<file path="config.mk">
export PLATFORM = sky130hd
export DESIGN_NAME = cursor_overlay
export DESIGN_NICKNAME = d
export VERILOG_FILES = /design/src/rtl/cursor_ovl_pkg.sv /design/src/rtl/cursor_cfg_regs.sv /design/src/rtl/cursor_blink.sv /design/src/rtl/cursor_hit.sv /design/src/rtl/cursor_overlay.sv
export SDC_FILE = /design/constraint.sdc
export NUM_CORES = 1
export LEC_CHECK = 0
export BUFFER_PORTS_ARGS = -buffer_cell sky130_fd_sc_hd__buf_2
export CORE_MARGIN = 2
export CORE_UTILIZATION = 57
export DETAILED_ROUTE_END_ITERATION = 12
export PLACE_DENSITY = 0.84
export SYNTH_ARGS = -nofsm -noshare
export SYNTH_HDL_FRONTEND = slang
export SYNTH_SLANG_ARGS = --single-unit
</file>
<file path="constraint.sdc">
create_clock -name clk -period 5.8 [get_ports clk]
set_input_delay 1.74 -clock clk [delete_from_list [all_inputs] [get_ports clk]]
set_output_delay 1.74 -clock clk [all_outputs]
set_load 0.005 [all_outputs]
</file>
<file path="src/rtl/cursor_ovl_pkg.sv">
package cursor_ovl_pkg;
   typedef enum logic [1:0] {
      CUR_OFF_A  = 2'b00,
      CUR_OFF_B  = 2'b01,
      CUR_STEADY = 2'b10,
      CUR_BLINK  = 2'b11
   } cur_mode_e;

   typedef struct packed {
      logic      disp_on;
      logic      fast;
      cur_mode_e mode;
   } mode_cfg_t;

   localparam int MODE_BITS = $bits(mode_cfg_t);
endpackage

</file>
<file path="src/rtl/cursor_cfg_regs.sv">
module cursor_cfg_regs
   import cursor_ovl_pkg::*;
#(
   parameter int DATA_W   = 8,
   parameter int ADDR_W   = 16,
   parameter int RASTER_W = 4
) (
   input  logic                clk,
   input  logic                rst_n,
   input  logic [DATA_W-1:0]   cfg_data,
   input  logic                ld_addr_lo,
   input  logic                ld_addr_hi,
   input  logic                ld_band,
   input  logic                ld_mode,
   output logic [ADDR_W-1:0]   cur_addr,
   output logic [RASTER_W-1:0] row_first,
   output logic [RASTER_W-1:0] row_last,
   output mode_cfg_t           mode_cfg
);
   localparam int HI_W = ADDR_W - DATA_W;

   generate
      if (ADDR_W <= DATA_W || HI_W > DATA_W) begin : g_bad_addr
         $error("cursor_cfg_regs: ADDR_W must span two data bytes");
      end
      if (2 * RASTER_W > DATA_W) begin : g_bad_band
         $error("cursor_cfg_regs: band fields do not fit one byte");
      end
      if (MODE_BITS > DATA_W) begin : g_bad_mode
         $error("cursor_cfg_regs: mode nibble wider than data");
      end
   endgenerate

   logic [DATA_W-1:0] addr_lo_q;
   logic [HI_W-1:0]   addr_hi_q;

   always_ff @(posedge clk) begin
      if (!rst_n) begin
         addr_lo_q <= '0;
         addr_hi_q <= '0;
         row_first <= '0;
         row_last  <= '0;
         mode_cfg  <= '0;
      end else begin
         if (ld_addr_lo) addr_lo_q <= cfg_data;
         if (ld_addr_hi) addr_hi_q <= cfg_data[HI_W-1:0];
         if (ld_band) begin
            row_first <= cfg_data[2*RASTER_W-1:RASTER_W];
            row_last  <= cfg_data[RASTER_W-1:0];
         end
         if (ld_mode) mode_cfg <= mode_cfg_t'(cfg_data[MODE_BITS-1:0]);
      end
   end

   assign cur_addr = {addr_hi_q, addr_lo_q};
endmodule

</file>
<file path="src/rtl/cursor_blink.sv">
module cursor_blink #(
   parameter int FAST_HALF = 16,
   parameter int SLOW_HALF = 32
) (
   input  logic clk,
   input  logic rst_n,
   input  logic frame_pulse,
   input  logic fast,
   output logic phase
);
   localparam int CNT_W = (SLOW_HALF > 2) ? $clog2(SLOW_HALF) : 1;
   localparam logic [CNT_W-1:0] FAST_LAST = CNT_W'(FAST_HALF - 1);
   localparam logic [CNT_W-1:0] SLOW_LAST = CNT_W'(SLOW_HALF - 1);

   generate
      if (FAST_HALF < 1 || SLOW_HALF < FAST_HALF) begin : g_bad_half
         $error("cursor_blink: need 1 <= FAST_HALF <= SLOW_HALF");
      end
   endgenerate

   logic [CNT_W-1:0] cnt_q;
   logic [CNT_W-1:0] last;

   assign last = fast ? FAST_LAST : SLOW_LAST;

   always_ff @(posedge clk) begin
      if (!rst_n) begin
         cnt_q <= '0;
         phase <= 1'b0;
      end else if (frame_pulse) begin
         if (cnt_q >= last) begin
            cnt_q <= '0;
            phase <= ~phase;
         end else begin
            cnt_q <= cnt_q + 1'b1;
         end
      end
   end
endmodule

</file>
<file path="src/rtl/cursor_hit.sv">
module cursor_hit
   import cursor_ovl_pkg::*;
#(
   parameter int ADDR_W   = 16,
   parameter int RASTER_W = 4
) (
   input  logic [ADDR_W-1:0]   ma,
   input  logic [RASTER_W-1:0] ra,
   input  logic                char_mode,
   input  logic [ADDR_W-1:0]   cur_addr,
   input  logic [RASTER_W-1:0] row_first,
   input  logic [RASTER_W-1:0] row_last,
   input  cur_mode_e           mode,
   input  logic                phase,
   output logic                hit
);
   logic addr_eq;
   logic in_band;
   logic shown;

   always_comb begin
      addr_eq = (ma == cur_addr);
      in_band = (ra >= row_first) && (ra <= row_last);
      unique case (mode)
         CUR_STEADY: shown = 1'b1;
         CUR_BLINK:  shown = ~phase;
         default:    shown = 1'b0;
      endcase
      hit = char_mode & addr_eq & in_band & shown;
   end
endmodule

</file>
<file path="src/rtl/cursor_overlay.sv">
module cursor_overlay
   import cursor_ovl_pkg::*;
#(
   parameter int DATA_W    = 8,
   parameter int ADDR_W    = 16,
   parameter int RASTER_W  = 4,
   parameter int FAST_HALF = 16,
   parameter int SLOW_HALF = 32,
   parameter bit OUT_REG   = 1'b1
) (
   input  logic                clk,
   input  logic                rst_n,
   input  logic [DATA_W-1:0]   cfg_data,
   input  logic                ld_addr_lo,
   input  logic                ld_addr_hi,
   input  logic                ld_band,
   input  logic                ld_mode,
   input  logic [ADDR_W-1:0]   ma,
   input  logic [RASTER_W-1:0] ra,
   input  logic                char_mode,
   input  logic                frame_pulse,
   input  logic                pix_valid,
   input  logic                pix_in,
   output logic                pix_out,
   output logic                pix_out_valid
);
   logic [ADDR_W-1:0]   cur_addr;
   logic [RASTER_W-1:0] row_first;
   logic [RASTER_W-1:0] row_last;
   mode_cfg_t           mode_cfg;
   logic                blink_phase;
   logic                cur_hit;
   logic                disp_on;
   logic                dot_next;

   cursor_cfg_regs #(
      .DATA_W(DATA_W), .ADDR_W(ADDR_W), .RASTER_W(RASTER_W)
   ) u_regs (
      .clk(clk), .rst_n(rst_n), .cfg_data(cfg_data),
      .ld_addr_lo(ld_addr_lo), .ld_addr_hi(ld_addr_hi),
      .ld_band(ld_band), .ld_mode(ld_mode),
      .cur_addr(cur_addr), .row_first(row_first),
      .row_last(row_last), .mode_cfg(mode_cfg)
   );

   cursor_blink #(
      .FAST_HALF(FAST_HALF), .SLOW_HALF(SLOW_HALF)
   ) u_blink (
      .clk(clk), .rst_n(rst_n), .frame_pulse(frame_pulse),
      .fast(mode_cfg.fast), .phase(blink_phase)
   );

   cursor_hit #(
      .ADDR_W(ADDR_W), .RASTER_W(RASTER_W)
   ) u_hit (
      .ma(ma), .ra(ra), .char_mode(char_mode),
      .cur_addr(cur_addr), .row_first(row_first), .row_last(row_last),
      .mode(mode_cfg.mode), .phase(blink_phase), .hit(cur_hit)
   );

   assign disp_on  = mode_cfg.disp_on;
   assign dot_next = pix_valid & disp_on & (pix_in ^ cur_hit);

   generate
      if (OUT_REG) begin : g_out_reg
         always_ff @(posedge clk) begin
            if (!rst_n) begin
               pix_out       <= 1'b0;
               pix_out_valid <= 1'b0;
            end else begin
               pix_out       <= dot_next;
               pix_out_valid <= pix_valid;
            end
         end
      end else begin : g_out_comb
         assign pix_out       = dot_next;
         assign pix_out_valid = pix_valid;
      end
   endgenerate
endmodule

</file>
==> results of run 1 <==
-- layer usage --
layer  wire length, um  share of wire [%]  up-vias  track usage [%]
li1                  -                  -      669                -
met3               148                4.3        2             5.84
met1              1600                 47      568             27.1
met5                 0                  0        -                0
met2              1640                 48       30             33.2
met4                19               0.56        0             4.76
-- layout make-up --
type                       instances  area, um2  share of cell area (%)
clock buffer                       8       58.8                    2.89
inverter                           7       26.3                    1.29
multi-input combinational        124        990                    48.7
sequential                        36        721                    35.5
tap                               33       41.3                    2.03
timing repair buffer              39        195                    9.61
-- worst paths after layout --
| kind | endpoint | slack [ps] | startpoint |
|---|---|---|---|
| worst max-delay path | pix_out$_SDFF_PN0_ | 2900 | ra[0] |
| worst min-delay path | u_regs.row_last[1]$_SDFFE_PN0P_ | 530 | u_regs.row_last[1]$_SDFFE_PN0P_ |
| worst max register to register | pix_out$_SDFF_PN0_ | 4100 | u_regs.row_first[0]$_SDFFE_PN0P_ |
| worst min register to register | u_regs.row_last[1]$_SDFFE_PN0P_ | 530 | u_regs.row_last[1]$_SDFFE_PN0P_ |
-- stage by stage --
| step | hold WS (ps) | total power, uW | instances | cell area [um2] |
|---|---|---|---|---|
| global placement | 498 | 345 | 239 | 1970 |
| global route | 539 | 510 | 247 | 2030 |
| CTS | 517 | 487 | 247 | 2030 |
| floorplan | 459 | 323 | 175 | 1770 |
| finish | 528 | 480 | 247 | 2030 |
| detailed placement | 509 | 349 | 239 | 1970 |
-- logic make-up after synthesis --
group / share of synthesized area [%]
and+or+nand+nor: 18.4
muxes: 17.0
AOI/OAI and AO/OA: 3.04
xor gates and xnor gates: 10.4
buffers and inverters: 3.39
adders and majority gates: 7.07
DFF: 40.7
-- worst reg2reg max path: cells and delay by family, from the launching register on --
| family | cells | cell delay, ps |
|---|---|---|
| mux | 1 | 190 |
| flops | 1 | 330 |
| compound gates | 1 | 90 |
| fa+ha+maj | 1 | 260 |
| simple gates | 3 | 770 |
-- state kept, by name, indices dropped and copies added (netlist names) --
signal	flops
u_regs.addr_hi_q	8
u_blink.phase	1
pix_out	1
u_regs.mode_cfg	4
pix_out_valid	1
u_regs.row_last	4
u_regs.row_first	4
u_regs.addr_lo_q	8
u_blink.cnt_q	5
-- power groups by stage --
stage	clock (uW)	sequential [uW]	combinational (uW)
finish	137	270	73.4
global route	157	272	81.3
CTS	143	270	73.9
detailed placement	0	275	73.6
global placement	0	275	70.2
floorplan	0	273	49.5
-- Yosys cell counts, types with 2 or more instances --
master     n
nor2_1     7
xnor2_1    2
nand4_1    4
nand3_1    2
nor3_1     2
clkbuf_1   5
inv_1      7
xor2_1    19
ha_1      10
and2_1     2
nand2_1    3
dfxtp_1   36
buf_2      3
nor4_1     3
nor2b_1   29
o21ai_0    2
mux2i_1   30
==> results.ini, run 1 <==
[finish]
syn_to_final_growth_pct = 14.8
fin_nets = 261
fin_util_pct = 67.7
antenna_cells = 0
final_cell_mix = buf_2 (39), dfxtp_1 (36), mux2i_1 (30)
fillers = 244
final_common_cell = buf_2
drive_above_1_share_pct = 22.0

[global_routing]
grt_max_degree = 32
grt_pass1_vias = 1157
grt-ovfl-total = 0
grt_pass1_wl_um = 5380
antenna_found_initial = 0
grt_usage_pct = 20.5

[pwr]
sw_frac_of_total_pct = 25.4
switchingPower_uw = 122
seq_power_share_pct = 56.2
pwr_density_cell_nw_per_um2 = 236
p_leak_uw = 0.000950
ir_worst_vdd_mv = 0.145
p_int_uw = 358
p_clk_share_pct = 28.6
power_frac_comb_pct = 15.3

[routing]
wl_per_cell_um = 13.8
drc = 0
drt-pass1-iter-count = 4
postRouteAntennaNets = 0
routed_wirelength_um = 3420
via_count = 1269
drt_iter0_drc = 37
vias_per_cell = 5.14

[worst_setup_path]
endpoint_kind = flip-flop
r2r_cells = 6
critical_path_buf_inv_count = 2
crit_cells = 8
max_stage_delay_ps = 540
worst-setup-path-type = primary input to flip-flop
path_delay_family = simple AND/OR/NAND/NOR gates
crit_chain = buf_2 -> inv_1 -> ha_1 -> nand2b_1 -> a2111oi_0 -> or4_1 -> nor3_2 -> mux2i_1
cp-start-kind = primary input
worstPathArrival_ps = 3170
slowest_stage = or4_1
path_max_fanout = 2
required_ps = 6070

[hold_path]
whs_path_depth = 2
min_path_type = flip-flop to flip-flop

[yosys]
synth.net_count = 223
ys.flop_type = dfxtp_1
avgSynthCellArea_um2 = 10.1
synthTopCellsByArea = dfxtp_1 (41%), mux2i_1 (17%), nor2b_1 (10%)
yosysTopAreaCell = dfxtp_1
synth_area_um2 = 1770
seq_area_frac_synth_pct = 40.7
async_flop_share_pct = 0
ys_types = 26
ys_warn_count = 0
yosys.area.top_type_share_pct = 40.7
synth-edff-count = 0
ys_seq_elements = 36
synthCells = 175

[timing]
finalSetupViolCount = 0
hold_violations = 0
skew_ps = 5.68
tightest_slew_ps = 435
relSlewSlack_pct = 71.0
fmax_mhz = 345
rsz0062_at_grt = no
period_share_pct = 50.0
worst_slack_ps = 2900
fin_crit_ps = 2900
tns_ps = 0
slew_viol_final = 0

[clock_network]
cts_root_buffer = clkbuf_4
ctsResizeCount = 0
path_clk_slew_ps = 100
cts_tree = yes
holdBufCountCts = 0
cts_sinks = 36
max-clock-path-buffers = 2
numCtsBuffers = 5
htreeDepth = 2
insertion_delay_ps = 330
cts_setup_buffers = 0

[floorplanning]
row_count = 20
die_y_um = 59.7
initial_core_util_pct = 59.0
die-area_um2 = 3570
io_pins = 40
core_um2 = 3000
fp.dieW_um = 59.7

[place]
dpl.hpwl_um = 2670
pre_cts_slack_ps = 2550
gp_congestion = 0.814
io_buffers = 39

[job]
maxCapViolCount = 0

[status]
status = finished, final reports clean

(Power assumes the default switching activity.)
==> run 2, diff against run 1 <==
--- a/config.mk
+++ b/config.mk
@@ -7,9 +7,9 @@
 export LEC_CHECK = 0
 export BUFFER_PORTS_ARGS = -buffer_cell sky130_fd_sc_hd__buf_2
 export CORE_MARGIN = 2
-export CORE_UTILIZATION = 57
+export CORE_UTILIZATION = 48
 export DETAILED_ROUTE_END_ITERATION = 12
-export PLACE_DENSITY = 0.84
+export PLACE_DENSITY = 0.75
 export SYNTH_ARGS = -nofsm -noshare
 export SYNTH_HDL_FRONTEND = slang
 export SYNTH_SLANG_ARGS = --single-unit
==> constraint.sdc (replaced) <==
create_clock -name clk -period 2.4 [get_ports clk]
set_input_delay 0.72 -clock clk [delete_from_list [all_inputs] [get_ports clk]]
set_output_delay 0.72 -clock clk [all_outputs]
set_load 0.005 [all_outputs]
==> run 2 against run 1 <==
Against the previous run:
- non-clock buffer count grew 1
- setup slack got worse by 2400 ps
- clock-buffer cell count down 1
- register-to-register slack got worse by 3400 ps
- critical endpoint unchanged
==> results.ini, run 2 (synthesis results as in run 1) <==
[clock_network]
holdBufCountCts = 0  ; unchanged
cts_tree = yes  ; unchanged
insertion_delay_ps = 280  ; was 330 ps
cts_setup_buffers = 0  ; unchanged
max-clock-path-buffers = 2  ; unchanged
cts_sinks = 36  ; unchanged
htreeDepth = 2  ; unchanged
path_clk_slew_ps = 70  ; was 100 ps
numCtsBuffers = 5  ; unchanged
cts_root_buffer = clkbuf_8  ; was clkbuf_4
ctsResizeCount = 0  ; unchanged

[routing]
drt-pass1-iter-count = 4  ; unchanged
drt_iter0_drc = 39  ; was 37
vias_per_cell = 4.76  ; was 5.14
wl_per_cell_um = 12.3  ; was 13.8 um
via_count = 1251  ; was 1269
routed_wirelength_um = 3230  ; was 3420 um
postRouteAntennaNets = 0  ; unchanged
drc = 0  ; unchanged

[place]
io_buffers = 39  ; unchanged
dpl_cell_area_um2 = 2000  ; was 1970 um2
pre_cts_slack_ps = 170  ; was 2550 ps
gp_congestion = 0.801  ; was 0.814
dpl.hpwl_um = 2500  ; was 2670 um

[timing]
skew_ps = 7.07  ; was 5.68 ps
tns_ps = 0  ; unchanged
hold_violations = 0  ; unchanged
finalSetupViolCount = 0  ; unchanged
relSlewSlack_pct = 75.6  ; was 71.0%
tightest_slew_ps = 357  ; was 435 ps
rsz0062_at_grt = no  ; unchanged
period_share_pct = 80.3
hold_ws_ps = 520  ; was 528 ps
fin_crit_ps = 1930
worst_slack_ps = 473  ; was 2900 ps
fmax_mhz = 519
slew_viol_final = 0  ; unchanged

[global_routing]
grt_usage_pct = 16.9  ; was 20.5%
antenna_found_initial = 0  ; unchanged
grt_pass1_wl_um = 5330  ; was 5380 um
grt_pass1_vias = 1160  ; was 1157
grt-ovfl-total = 0  ; unchanged
grt_max_degree = 19  ; was 32

[finish]
fin_nets = 262  ; was 261
fillers = 340  ; was 244
syn_to_final_growth_pct = 20.1  ; was 14.8%
reg_top3 = u_regs.addr_hi_q (8), u_regs.addr_lo_q (8), u_blink.cnt_q (5)  ; unchanged
final_common_cell = buf_2  ; unchanged
antenna_cells = 0  ; unchanged
finalInstanceArea_um2 = 2130  ; was 2030 um2
drive_above_1_share_pct = 23.3  ; was 22.0%
final_cell_mix = buf_2 (39), dfxtp_1 (36), mux2i_1 (30)  ; unchanged
fin_util_pct = 59.0  ; was 67.7%

[worst_setup_path]
worst-setup-path-type = primary input to flip-flop  ; unchanged
worstPathArrival_ps = 2140  ; was 3170 ps
cp-start-kind = primary input  ; unchanged
required_ps = 2620  ; was 6070 ps
path_max_fanout = 2  ; unchanged
endpoint_kind = flip-flop  ; unchanged

[pwr]
sw_frac_of_total_pct = 22.4  ; was 25.4%
p_clk_share_pct = 41.0  ; was 28.6%
switchingPower_uw = 315  ; was 122 uW
seq_power_share_pct = 46.4  ; was 56.2%
power_frac_comb_pct = 12.6  ; was 15.3%
pwr_density_cell_nw_per_um2 = 660  ; was 236 nW/um2
p_leak_uw = 0.000987  ; was 0.000950 uW
ir_worst_vdd_mv = 0.621  ; was 0.145 mV
p_int_uw = 1090  ; was 358 uW

[floorplanning]
io_pins = 40  ; unchanged
initial_core_util_pct = 49.1  ; was 59.0%
die_y_um = 64.7  ; was 59.7 um
fp.dieW_um = 64.7  ; was 59.7 um
die-area_um2 = 4190  ; was 3570 um2
core_um2 = 3610  ; was 3000 um2
row_count = 22  ; was 20

[job]
maxCapViolCount = 0  ; unchanged

[status]
status = finished, final reports clean  ; unchanged

[hold_path]
min_path_type = flip-flop to flip-flop  ; unchanged

-- run 2: cell types whose count changed in the layout (fill, tap and decap cells not counted), sizes merged --
cell    delta
buf        +1
bufinv     +1
clkbuf     -1
-- run 2: worst paths after layout --
| kind | slack, ps | depth (start not counted) | to | startpoint |
|---|---|---|---|---|
| max | 470 | 8 | pix_out$_SDFF_PN0_ | ra[0] |
| min | 520 | 2 | u_regs.mode_cfg[0]$_SDFFE_PN0P_ | u_regs.mode_cfg[0]$_SDFFE_PN0P_ |
| max reg2reg | 710 | 6 | pix_out$_SDFF_PN0_ | u_regs.row_first[0]$_SDFFE_PN0P_ |
| min reg2reg | 520 | 2 | u_regs.mode_cfg[0]$_SDFFE_PN0P_ | u_regs.mode_cfg[0]$_SDFFE_PN0P_ |
-- run 2: layout make-up --
class / count / area [um2] / share of cell area [%]
inverters: 7 / 26.3 / 1.24
flip-flops and latches: 36 / 721 / 33.9
clock inverters: 1 / 30.0 / 1.41
well taps: 48 / 60.1 / 2.83
multi-input cells: 124 / 990 / 46.6
clock buffers: 7 / 96.3 / 4.53
repair buffers: 40 / 203 / 9.53
-- run 2: power groups by stage --
| stage | clock network, uW | logic [uW] | registers (uW) |
|---|---|---|---|
| after floorplan | 0 | 120 | 660 |
| after global placement | 0 | 176 | 664 |
| after detailed placement | 0 | 178 | 665 |
| after CTS | 587 | 179 | 652 |
| after global routing | 629 | 198 | 656 |
| final | 576 | 176 | 651 |
-- run 2: per-layer routing --
metal	global-route usage, %	up-vias	share of wire, %
met5	0	-	0
met4	4.79	0	1.1
met2	26.3	31	45
met3	5.38	4	4.8
met1	22.4	550	49
li1	-	666	-
-- run 2: worst max-delay path, cell delays in order --
cell and delay (ps):
buf_2 70, inv_1 40, ha_1 260, nand2b_1 90, a2111oi_0 80, or4_1 540, nor3_2 140, mux2i_1 200
-- run 2: per-stage QoR --
stage / instances / power (uW)
after floorplan: 175 / 780
after global placement: 255 / 840
after detailed placement: 255 / 843
after CTS: 263 / 1420
after global routing: 263 / 1480
final: 263 / 1400
